`src/rtl/regframe_pkg.sv`:
```
package regframe_pkg;
   typedef enum logic [1:0] {ST_IDLE, ST_XFER, ST_RESP} eng_state_t;
   localparam logic [1:0] CLASS_RESP = 2'd1;
endpackage

```
`src/rtl/regframe_parse.sv`:
```
module regframe_parse #(
   parameter int DW    = 16,
   parameter int AW    = 9,
   parameter int CW    = 3,
   parameter int SELW  = 2,
   parameter int NBUS  = 3,
   parameter int MAXW  = 6,
   parameter int MAINW = 84,
   parameter int SIDEW = 32
) (
   input  logic [MAINW-1:0]          main_i,
   input  logic [SIDEW-1:0]          side_i,
   output logic [AW-1:0]             addr_o,
   output logic [CW-1:0]             cnt_o,
   output logic [MAXW-1:0][DW-1:0]   words_o,
   output logic                      sel_bad_o,
   output logic                      cnt_bad_o
);
   localparam int HDRW = AW + CW;

   if (HDRW + DW > SIDEW) begin : g_bad_side
      $error("side word too narrow for header and first payload word");
   end
   if ((MAXW - 1) * DW + 4 > MAINW) begin : g_bad_main
      $error("main word too narrow for payload words");
   end

   assign addr_o    = side_i[AW-1:0];
   assign cnt_o     = side_i[HDRW-1:AW];
   assign words_o[0] = side_i[SIDEW-1 -: DW];

   for (genvar k = 1; k < MAXW; k++) begin : g_word
      assign words_o[k] = main_i[(k-1)*DW +: DW];
   end

   assign sel_bad_o = int'(addr_o[AW-1 -: SELW]) >= NBUS;
   assign cnt_bad_o = int'(cnt_o) > MAXW;
endmodule

```
`src/rtl/regframe_engine.sv`:
```
module regframe_engine
   import regframe_pkg::*;
#(
   parameter int DW   = 16,
   parameter int AW   = 9,
   parameter int CW   = 3,
   parameter int SELW = 2,
   parameter int NBUS = 3,
   parameter int MAXW = 6,
   localparam int LAW = AW - SELW
) (
   input  logic                      clk,
   input  logic                      rst_n,
   input  logic                      start_i,
   input  logic [AW-1:0]             addr_i,
   input  logic [CW-1:0]             cnt_i,
   input  logic [MAXW-1:0][DW-1:0]   words_i,
   output logic                      busy_o,
   output logic                      done_o,
   output logic [NBUS-1:0]           rq_req_o,
   output logic                      rq_we_o,
   output logic [LAW-1:0]            rq_addr_o,
   output logic [DW-1:0]             rq_wdata_o,
   input  logic [NBUS-1:0]           rq_ack_i,
   input  logic [NBUS*DW-1:0]        rq_rdata_i,
   output logic [AW-1:0]             addr_q_o,
   output logic [CW-1:0]             cnt_q_o,
   output logic [MAXW-1:0][DW-1:0]   words_q_o,
   output logic [DW-1:0]             rdata_q_o
);
   if (LAW <= CW) begin : g_bad_law
      $error("local address must be wider than the word count");
   end

   eng_state_t              state_q;
   logic [CW-1:0]           idx_q;
   logic [AW-1:0]           addr_q;
   logic [CW-1:0]           cnt_q;
   logic [MAXW-1:0][DW-1:0] words_q;
   logic [DW-1:0]           rdata_q;
   logic [SELW-1:0]         bus_sel;
   logic [DW-1:0]           rd_sel;
   logic                    hit, is_wr, last;

   assign bus_sel = addr_q[AW-1 -: SELW];

   for (genvar b = 0; b < NBUS; b++) begin : g_bus
      assign rq_req_o[b] = (state_q == ST_XFER) && (bus_sel == SELW'(b));
   end

   always_comb begin
      rd_sel = '0;
      for (int b = 0; b < NBUS; b++) begin
         if (rq_req_o[b]) rd_sel = rq_rdata_i[b*DW +: DW];
      end
   end

   assign hit        = |(rq_req_o & rq_ack_i);
   assign is_wr      = (cnt_q != '0);
   assign last       = !is_wr || (idx_q == cnt_q - CW'(1));
   assign rq_we_o    = is_wr;
   assign rq_addr_o  = addr_q[LAW-1:0] + {{(LAW-CW){1'b0}}, idx_q};
   assign rq_wdata_o = words_q[idx_q];

   always_ff @(posedge clk) begin
      if (!rst_n) begin
         state_q <= ST_IDLE;
         idx_q   <= '0;
         addr_q  <= '0;
         cnt_q   <= '0;
         words_q <= '0;
         rdata_q <= '0;
      end else begin
         case (state_q)
            ST_IDLE: if (start_i) begin
               addr_q  <= addr_i;
               cnt_q   <= cnt_i;
               words_q <= words_i;
               idx_q   <= '0;
               rdata_q <= '0;
               state_q <= ST_XFER;
            end
            ST_XFER: if (hit) begin
               if (!is_wr) rdata_q <= rd_sel;
               if (last) state_q <= ST_RESP;
               else      idx_q   <= idx_q + CW'(1);
            end
            default: state_q <= ST_IDLE;
         endcase
      end
   end

   assign busy_o    = (state_q != ST_IDLE);
   assign done_o    = (state_q == ST_RESP);
   assign addr_q_o  = addr_q;
   assign cnt_q_o   = cnt_q;
   assign words_q_o = words_q;
   assign rdata_q_o = rdata_q;
endmodule

```
`src/rtl/regframe_pack.sv`:
```
module regframe_pack
   import regframe_pkg::*;
#(
   parameter int DW    = 16,
   parameter int AW    = 9,
   parameter int CW    = 3,
   parameter int MAXW  = 6,
   parameter int MAINW = 84,
   parameter int SIDEW = 32
) (
   input  logic                      done_i,
   input  logic [AW-1:0]             addr_i,
   input  logic [CW-1:0]             cnt_i,
   input  logic [MAXW-1:0][DW-1:0]   words_i,
   input  logic [DW-1:0]             rdata_i,
   output logic                      up_valid_o,
   output logic [MAINW-1:0]          up_main_o,
   output logic [SIDEW-1:0]          up_side_o
);
   always_comb begin
      up_main_o = '0;
      up_side_o = '0;
      up_main_o[MAINW-3 -: 2] = CLASS_RESP;
      up_side_o[AW-1:0]       = addr_i;
      up_side_o[AW+CW-1:AW]   = cnt_i;
      up_side_o[SIDEW-1 -: DW] = (cnt_i == '0) ? rdata_i : words_i[0];
      for (int k = 1; k < MAXW; k++) begin
         if (int'(cnt_i) > k) up_main_o[(k-1)*DW +: DW] = words_i[k];
      end
   end

   assign up_valid_o = done_i;
endmodule

```
`src/rtl/regframe_codec.sv`:
```
module regframe_codec #(
   parameter int DW    = 16,
   parameter int AW    = 9,
   parameter int CW    = 3,
   parameter int SELW  = 2,
   parameter int NBUS  = 3,
   parameter int MAXW  = 6,
   parameter int MAINW = 84,
   parameter int SIDEW = 32,
   parameter int OVFW  = 8,
   localparam int LAW  = AW - SELW
) (
   input  logic                 clk,
   input  logic                 rst_n,
   input  logic                 dn_valid,
   input  logic [MAINW-1:0]     dn_main,
   input  logic [SIDEW-1:0]     dn_side,
   output logic [NBUS-1:0]      rq_req,
   output logic                 rq_we,
   output logic [LAW-1:0]       rq_addr,
   output logic [DW-1:0]        rq_wdata,
   input  logic [NBUS-1:0]      rq_ack,
   input  logic [NBUS*DW-1:0]   rq_rdata,
   output logic                 up_valid,
   output logic [MAINW-1:0]     up_main,
   output logic [SIDEW-1:0]     up_side,
   output logic                 err_pulse,
   output logic [OVFW-1:0]      ovf_count
);
   if (NBUS >= (1 << SELW)) begin : g_bad_nbus
      $error("bus count must leave one select value unused");
   end
   if (MAXW >= (1 << CW)) begin : g_bad_maxw
      $error("word count field cannot encode the rejected value");
   end

   logic [AW-1:0]           p_addr, e_addr;
   logic [CW-1:0]           p_cnt, e_cnt;
   logic [MAXW-1:0][DW-1:0] p_words, e_words;
   logic [DW-1:0]           e_rdata;
   logic                    sel_bad, cnt_bad, busy, done, accept, reject;
   logic                    err_q;
   logic [OVFW-1:0]         ovf_q;

   regframe_parse #(.DW(DW), .AW(AW), .CW(CW), .SELW(SELW), .NBUS(NBUS),
                    .MAXW(MAXW), .MAINW(MAINW), .SIDEW(SIDEW)) u_parse (
      .main_i(dn_main), .side_i(dn_side), .addr_o(p_addr), .cnt_o(p_cnt),
      .words_o(p_words), .sel_bad_o(sel_bad), .cnt_bad_o(cnt_bad));

   assign accept = dn_valid && !busy && !sel_bad && !cnt_bad;
   assign reject = dn_valid && !busy && (sel_bad || cnt_bad);

   regframe_engine #(.DW(DW), .AW(AW), .CW(CW), .SELW(SELW), .NBUS(NBUS),
                     .MAXW(MAXW)) u_engine (
      .clk(clk), .rst_n(rst_n), .start_i(accept), .addr_i(p_addr),
      .cnt_i(p_cnt), .words_i(p_words), .busy_o(busy), .done_o(done),
      .rq_req_o(rq_req), .rq_we_o(rq_we), .rq_addr_o(rq_addr),
      .rq_wdata_o(rq_wdata), .rq_ack_i(rq_ack), .rq_rdata_i(rq_rdata),
      .addr_q_o(e_addr), .cnt_q_o(e_cnt), .words_q_o(e_words),
      .rdata_q_o(e_rdata));

   regframe_pack #(.DW(DW), .AW(AW), .CW(CW), .MAXW(MAXW), .MAINW(MAINW),
                   .SIDEW(SIDEW)) u_pack (
      .done_i(done), .addr_i(e_addr), .cnt_i(e_cnt), .words_i(e_words),
      .rdata_i(e_rdata), .up_valid_o(up_valid), .up_main_o(up_main),
      .up_side_o(up_side));

   always_ff @(posedge clk) begin
      if (!rst_n) begin
         err_q <= 1'b0;
         ovf_q <= '0;
      end else begin
         err_q <= reject;
         if (dn_valid && busy && (ovf_q != '1)) ovf_q <= ovf_q + OVFW'(1);
      end
   end

   assign err_pulse = err_q;
   assign ovf_count = ovf_q;
endmodule

```
`config.mk`:
```
export PLATFORM = sky130hd
export DESIGN_NAME = regframe_codec
export DESIGN_NICKNAME = d
export VERILOG_FILES = /design/src/rtl/regframe_pkg.sv /design/src/rtl/regframe_parse.sv /design/src/rtl/regframe_engine.sv /design/src/rtl/regframe_pack.sv /design/src/rtl/regframe_codec.sv
export SDC_FILE = /design/constraint.sdc
export NUM_CORES = 1
export LEC_CHECK = 0
export ABC_AREA = 1
export CORE_MARGIN = 2
export CORE_UTILIZATION = 42
export DETAILED_ROUTE_END_ITERATION = 10
export GPL_ROUTABILITY_DRIVEN = 0
export PLACE_DENSITY = 0.86
export SYNTH_ARGS = -nofsm -noshare
export SYNTH_HDL_FRONTEND = slang
export SYNTH_SLANG_ARGS = --single-unit
export TNS_END_PERCENT = 50
```
`constraint.sdc`:
```
create_clock -name clk -period 2.4 [get_ports clk]
set_input_delay 0.24 -clock clk [delete_from_list [all_inputs] [get_ports clk]]
set_output_delay 0.24 -clock clk [all_outputs]
set_load 0.01 [all_outputs]
```
==> Word-level counts from Yosys, hierarchy flattened <==
Cells that the tools add are included.
{ "op_classes": {"mux": 23, "addsub": 4, "bitwise": 1, "magnitude_cmp": 8, "n_reduce_logical": 26, "eq_ne": 11} }
{ "op_table": {"columns": ["operator", "count"], "rows": [
  ["two-way mux 16 bit", 13],
  ["binary-select mux 16 bit (select 3 bit)", 1],
  ["one-hot mux 16 bit (2 select lines)", 1],
  ["> comparator 3 bit, second input constant", 3],
  ["logical AND 1 bit", 9],
  ["two-way mux 3 bit", 3],
  ["adder 8 x 1 -> 8 bit, second input constant", 1],
  ["!= test 8 bit, second input constant", 1],
  ["AND reduction 4 bit", 2],
  ["adder 7 x 3 -> 7 bit", 1],
  ["> comparator 3 x 2 -> 1 bit, second input constant", 2],
  ["two-way mux 2 bit", 3],
  ["!= test 2 bit, second input constant", 3],
  ["one-hot mux 3 bit (2 select lines)", 1],
  ["== test 2 x 1 -> 1 bit, second input constant", 2],
  ["== test 2 bit, second input constant", 2],
  ["zero test 1 bit", 4],
  ["zero test 2 bit", 2],
  ["< comparator 3 x 4 -> 1 bit, second input constant", 1],
  ["!= test 2 x 1 -> 1 bit, second input constant", 2],
  ["one-hot mux 2 bit (2 select lines)", 1],
  ["nonzero test 2 bit", 2],
  ["adder 3 x 1 -> 3 bit, second input constant", 1],
  ["bitwise AND 3 bit", 1],
  ["10 further kinds", 11]
]} }
{ "totals": {"in_bits": 170, "register_bits": 138, "output_inout_bits": 153, "elab_cells": 86} }

==> Longest topological paths before layout <==
Gate-level depths: netlist (run 1).
{ "depth": {"word_depth": 8, "ltp_mapped": 13, "ltp_nobuf": 13} }

==> Hierarchy <==
From an unflattened synthesis (run 1), not the netlist that was laid out.
{ "unflattened": {"hier_cells": 1328, "area_unflattened_um2": 8360.5} }
{ "modules_own_cells": {"columns": ["module", "cells_per_inst", "n_inst", "area_each_um2", "seq_area_each_um2"], "rows": [
  ["regframe_engine", 898, 1, 6000.8, 2582.5],
  ["regframe_pack", 247, 1, 1046.0, 0.0],
  ["regframe_parse", 113, 1, 832.0, 0.0],
  ["regframe_codec", 70, 1, 481.7, 180.2]
]} }

==> Worst setup path before layout (run 1) <==
OpenSTA, ideal clock, no wires.
{ "synth_path": {"path_type": "register to output", "start": "register u_engine.idx_q[1]", "end": "output port rq_addr[6]", "stages_incl_launch_ff": 9, "path_slack_ns": 0.278, "required_ns": 2.160, "n_path_buf": 2, "arrival_time_ns": 1.882, "path_cell_list": "dfxtp_1 > buf_2 > clkinv_1 > buf_2 > fa_1 > inv_1 > a21oi_1 > nor3_1 > xor2_1"} }
{ "synth_via": {"elab_chain_len": 1} }
{ "synth_lines": {"columns": ["item", "line_no", "source"], "rows": [
  ["start, declared", "regframe_engine.sv:36", "logic [CW-1:0] idx_q;"],
  ["start signal, assigned", "regframe_engine.sv:86", "else idx_q <= idx_q + CW'(1);"],
  ["adder 7 x 3 -> 7 bit", "regframe_engine.sv:62", "assign rq_addr_o = addr_q[LAW-1:0] + {{(LAW-CW){1'b0}}, idx_q};"],
  ["end, declared", "regframe_codec.sv:20", "output logic [LAW-1:0] rq_addr,"]
]} }
No other way between the ends.

==> Final worst setup path (run 1) <==
{ "layout_path": {"start": "register u_engine.idx_q[1]", "end": "output port rq_addr[3]"} }
Same word-level chain as after synthesis.

==> results of run 1 <==
[placed cells by master (no fill, tap or decap), types with 6 or more instances in the layout]
cell / Yosys / layout
ha_1: 10 / 9
conb_1: 2 / 8
inv_1: 129 / 126
clkdlybuf4s50_1: 0 / 231
o21ai_1: 3 / 7
buf_12: 0 / 7
buf_4: 8 / 13
dfxtp_1: 138 / 132
nand3_1: 33 / 33
clkbuf_16: 0 / 17
nand2_1: 176 / 175
clkinv_2: 0 / 6
dlymetal6s2s_1: 0 / 19
nor2_1: 190 / 186
o21ai_0: 181 / 177
dlygate4sd2_1: 0 / 53
a21oi_1: 137 / 137
[sequential cells by signal, summed over array words and instances, names as in the netlist]
| register | cells |
|---|---|
| u_engine.addr_q_o | 9 |
| u_engine.state_q | 2 |
| u_engine.idx_q | 3 |
| err_pulse | 1 |
| u_engine.cnt_q_o | 3 |
| u_engine.rdata_q_o | 16 |
| ovf_count | 8 |
| u_engine.words_q_o | 96 |
[cell usage after synthesis, types with 2 or more instances]
cell	n	area, um2
xnor2_1	3	26.3
inv_2	2	7.51
xor2_1	5	43.8
nand3_1	33	165
nor2_1	190	713
nand4_1	2	12.5
buf_4	8	60.1
a21oi_1	137	686
nand2_4	2	22.5
buf_6	3	33.8
inv_1	129	484
o21ai_0	181	906
o21ai_1	3	15.0
nand2_1	176	661
clkbuf_1	39	146
buf_1	3	11.3
conb_1	2	7.51
ha_1	10	125
dfxtp_1	138	2760
nor3_1	2	10.0
buf_2	24	120
clkinv_1	2	7.51
a31o_2	3	26.3
nor4_1	2	12.5
[worst min-delay path, cell delays in order]
cell and delay (ns):
buf_4 0.27, nand2_1 0.13, nor2_1 0.03
[routing by layer]
metal	vias to the layer above	GRT usage	share of wire	routed length, um
met2	367	0.484	0.48	12700
met5	-	0	0	0
li1	4066	-	-	-
met4	0	0.115	0.038	1010
met3	83	0.0797	0.083	2200
met1	3777	0.349	0.40	10700
[metrics by stage]
step                      utilization  total power, mW  instances
after floorplan                     -             4.44       1113
after global placement          0.625             5.85       1583
after detailed placement        0.625             5.91       1583
after CTS                       0.662             8.64       1615
after global routing            0.667             9.08       1616
final                           0.667             8.65       1616
[cells by family (layout without fill, tap and decap cells)]
| kind of cell | after synthesis | count (layout) | synth area share |
|---|---|---|---|
| AO/OA/AOI/OAI | 324 | 324 | 0.229 |
| XOR/XNOR | 8 | 8 | 0.00981 |
| adder cells (fa/ha/maj) | 11 | 11 | 0.0203 |
| buffers and inverters | 212 | 495 | 0.124 |
| flip-flops | 138 | 138 | 0.387 |
| other | 2 | 8 | 0.00105 |
| AND/OR/NAND/NOR | 412 | 412 | 0.230 |
[power by group]
group | leakage, nW | total, mW | switching (mW) | internal [mW]
Combinational | 3.57 | 3.04 | 1.77 | 1.27
Clock | 0.316 | 2.82 | 1.01 | 1.81
Sequential | 1.14 | 2.78 | 0.179 | 2.60
[final cells by class]
class | instances | area (um2)
Sequential cell | 138 | 2780
Inverter | 134 | 510
Clock buffer | 20 | 467
Clock inverter | 12 | 170
Tap cell | 220 | 275
Timing Repair Buffer | 329 | 3310
Fill cell | 1442 | 5520
Multi-Input combinational cell | 763 | 3550
[worst max path at each step]
stage	endpoint	slack, ns	cells after the start
floorplan	rq_addr[6]	0.28	8
global placement	up_main[4]	0.09	5
detailed placement	up_main[13]	-0.04	5
CTS	up_main[52]	-0.10	5
global route	rq_addr[3]	-0.14	6
finish	rq_addr[3]	-0.02	6
[repair_timing]
item / 4_1_cts / 5_1_grt
endpoints found under the setup margin: 101 / 58
cloned: 0 / 0
gates resized for setup: 78 / 32
buffers inserted: 0 / 1
pin swaps: 2 / 0
==> run_results.csv, run 1 <==
group,metric,value,unit
critical_path,cp_slowest_cell,"clkdlybuf4s50_1",
drt,ant_nets,0,
logic_synthesis,syn_area_per_cell,6.45,um2
cts,cts_num_sinks,138,
layout,nets,1564,
sta,setup_tns,-0.0156,ns
sta,period_needed,2.42,ns
cts,clock_path_buffers,2,
placement,portBuffers,306,
drt,initialDrtViolationCount,525,
sta,fin_ws,-0.0156,ns
layout,drive_above_1_share,0.0638,
critical_path,cp_top_family,"buffers and inverters",
sta,fin_crit_sh,1.01,
critical_path,r2r_end,"u_engine.addr_q_o[0]$_SDFFE_PN0P_",
run,drv_cap,0,
critical_path,cp_cell_sequence,"buf_6, ha_1, nand3_1, nand2_1, xor2_1, clkdlybuf4s50_1",
floorplanning,floorplan.rows,47,
hold_path,hp-class,"in2reg",
critical_path,slowest_delay,0.56,ns
critical_path,cp_data_arrival_time,2.18,ns
sta,tightest_slew,0.745,ns
drt,wirelength,26600,um
sta,rsz0062_at_grt,"yes",
power_and_ir_drop,ir_drop,0.000540,V
power_and_ir_drop,p_per_area,781,mW/mm2
grt,grt_max_degree,76,
floorplanning,die_area,0.0181,mm2
cts,cts-root-buf,"clkbuf_16",
cts,cts_buffers,17,
sta,clock_skew,0.00495,ns
critical_path,worst_setup_path_end_kind,"primary output",
status,outcome,"finished with violations",
grt,grt_pass1_wl,40500,um
logic_synthesis,ys_seq_area_frac,0.387,
sta,relSlewSlack,0.503,
logic_synthesis,yosys_warnings,0,
logic_synthesis,ys_ff_latch,138,
hold_path,whs_endpoint,"u_engine.rdata_q_o[9]$_SDFFE_PN0P_",
hold_path,worstHoldStart,"rst_n",
cts,path_clk_slew,0.06,ns
grt,antenna_found_initial,0,
grt,grt_pass1_vias,7708,
critical_path,path_max_fanout,21,
logic_synthesis,syn_inst,1107,
floorplanning,fp.dieH,134,um
floorplanning,dieWidth,134,um
critical_path,crit_start,"u_engine.idx_q[1]$_SDFFE_PN0P_",
sta,holdWs,0.312,ns
logic_synthesis,synthArstFlopShare,0,
hold_path,whs_path_depth,3,
placement,post-dp-hpwl,19300,um
floorplanning,core_region_area,0.0166,mm2
sta,hold_viol,0,
layout,diodes,0,
critical_path,path_class,"reg2out",
drt,avgRoutedWirePerCell,16.4,um
cts,clk_latency,0.43,ns
sta,setup_viol,1,
logic_synthesis,synth_area,0.00714,mm2
placement,dpl_cell_area,0.0104,mm2
critical_path,reg2regPathDepth,7,
drt,dr.pass1.iters,7,
cts,cts_hold_buf,0,
cts,cts_max_level,4,
sta,drv_slew,0,
floorplanning,pin_count,323,
floorplanning,start_util,0.431,
power_and_ir_drop,p_leak,5.02,nW
critical_path,reg2reg_slack,0.54,ns
cts,cts_tree,"done",
drt,vias,8293,
placement,post-place-ws,-0.0375,ns
critical_path,crit_required,2.16,ns
grt,grt-ovfl-total,0,
logic_synthesis,synth_edf_count,0,
sta,fmax,0.414,GHz
critical_path,startpoint_type,"flop",
status,failed_checks,"setup timing",
grt,gr-usage-all-layers,0.288,
logic_synthesis,synth_flop_cell,"dfxtp_1",
layout,area_growth,55.0,%
critical_path,r2r-start,"u_engine.state_q[0]$_SDFFE_PN0P_",
drt,drc_errors,0,
logic_synthesis,synth.distinct_cells,32,
critical_path,cp_num_buf_inv,2,
layout,final_area,0.0111,mm2
drt,vias_per_cell,5.13,
No activity file was read; power rests on OpenSTA's default activity.
==> run 2: changes to the inputs <==
GPL_ROUTABILITY_DRIVEN = 1   (was 0)
==> results of run 2 <==
The final DEF is identical to that of run 1; final timing and power are the same.
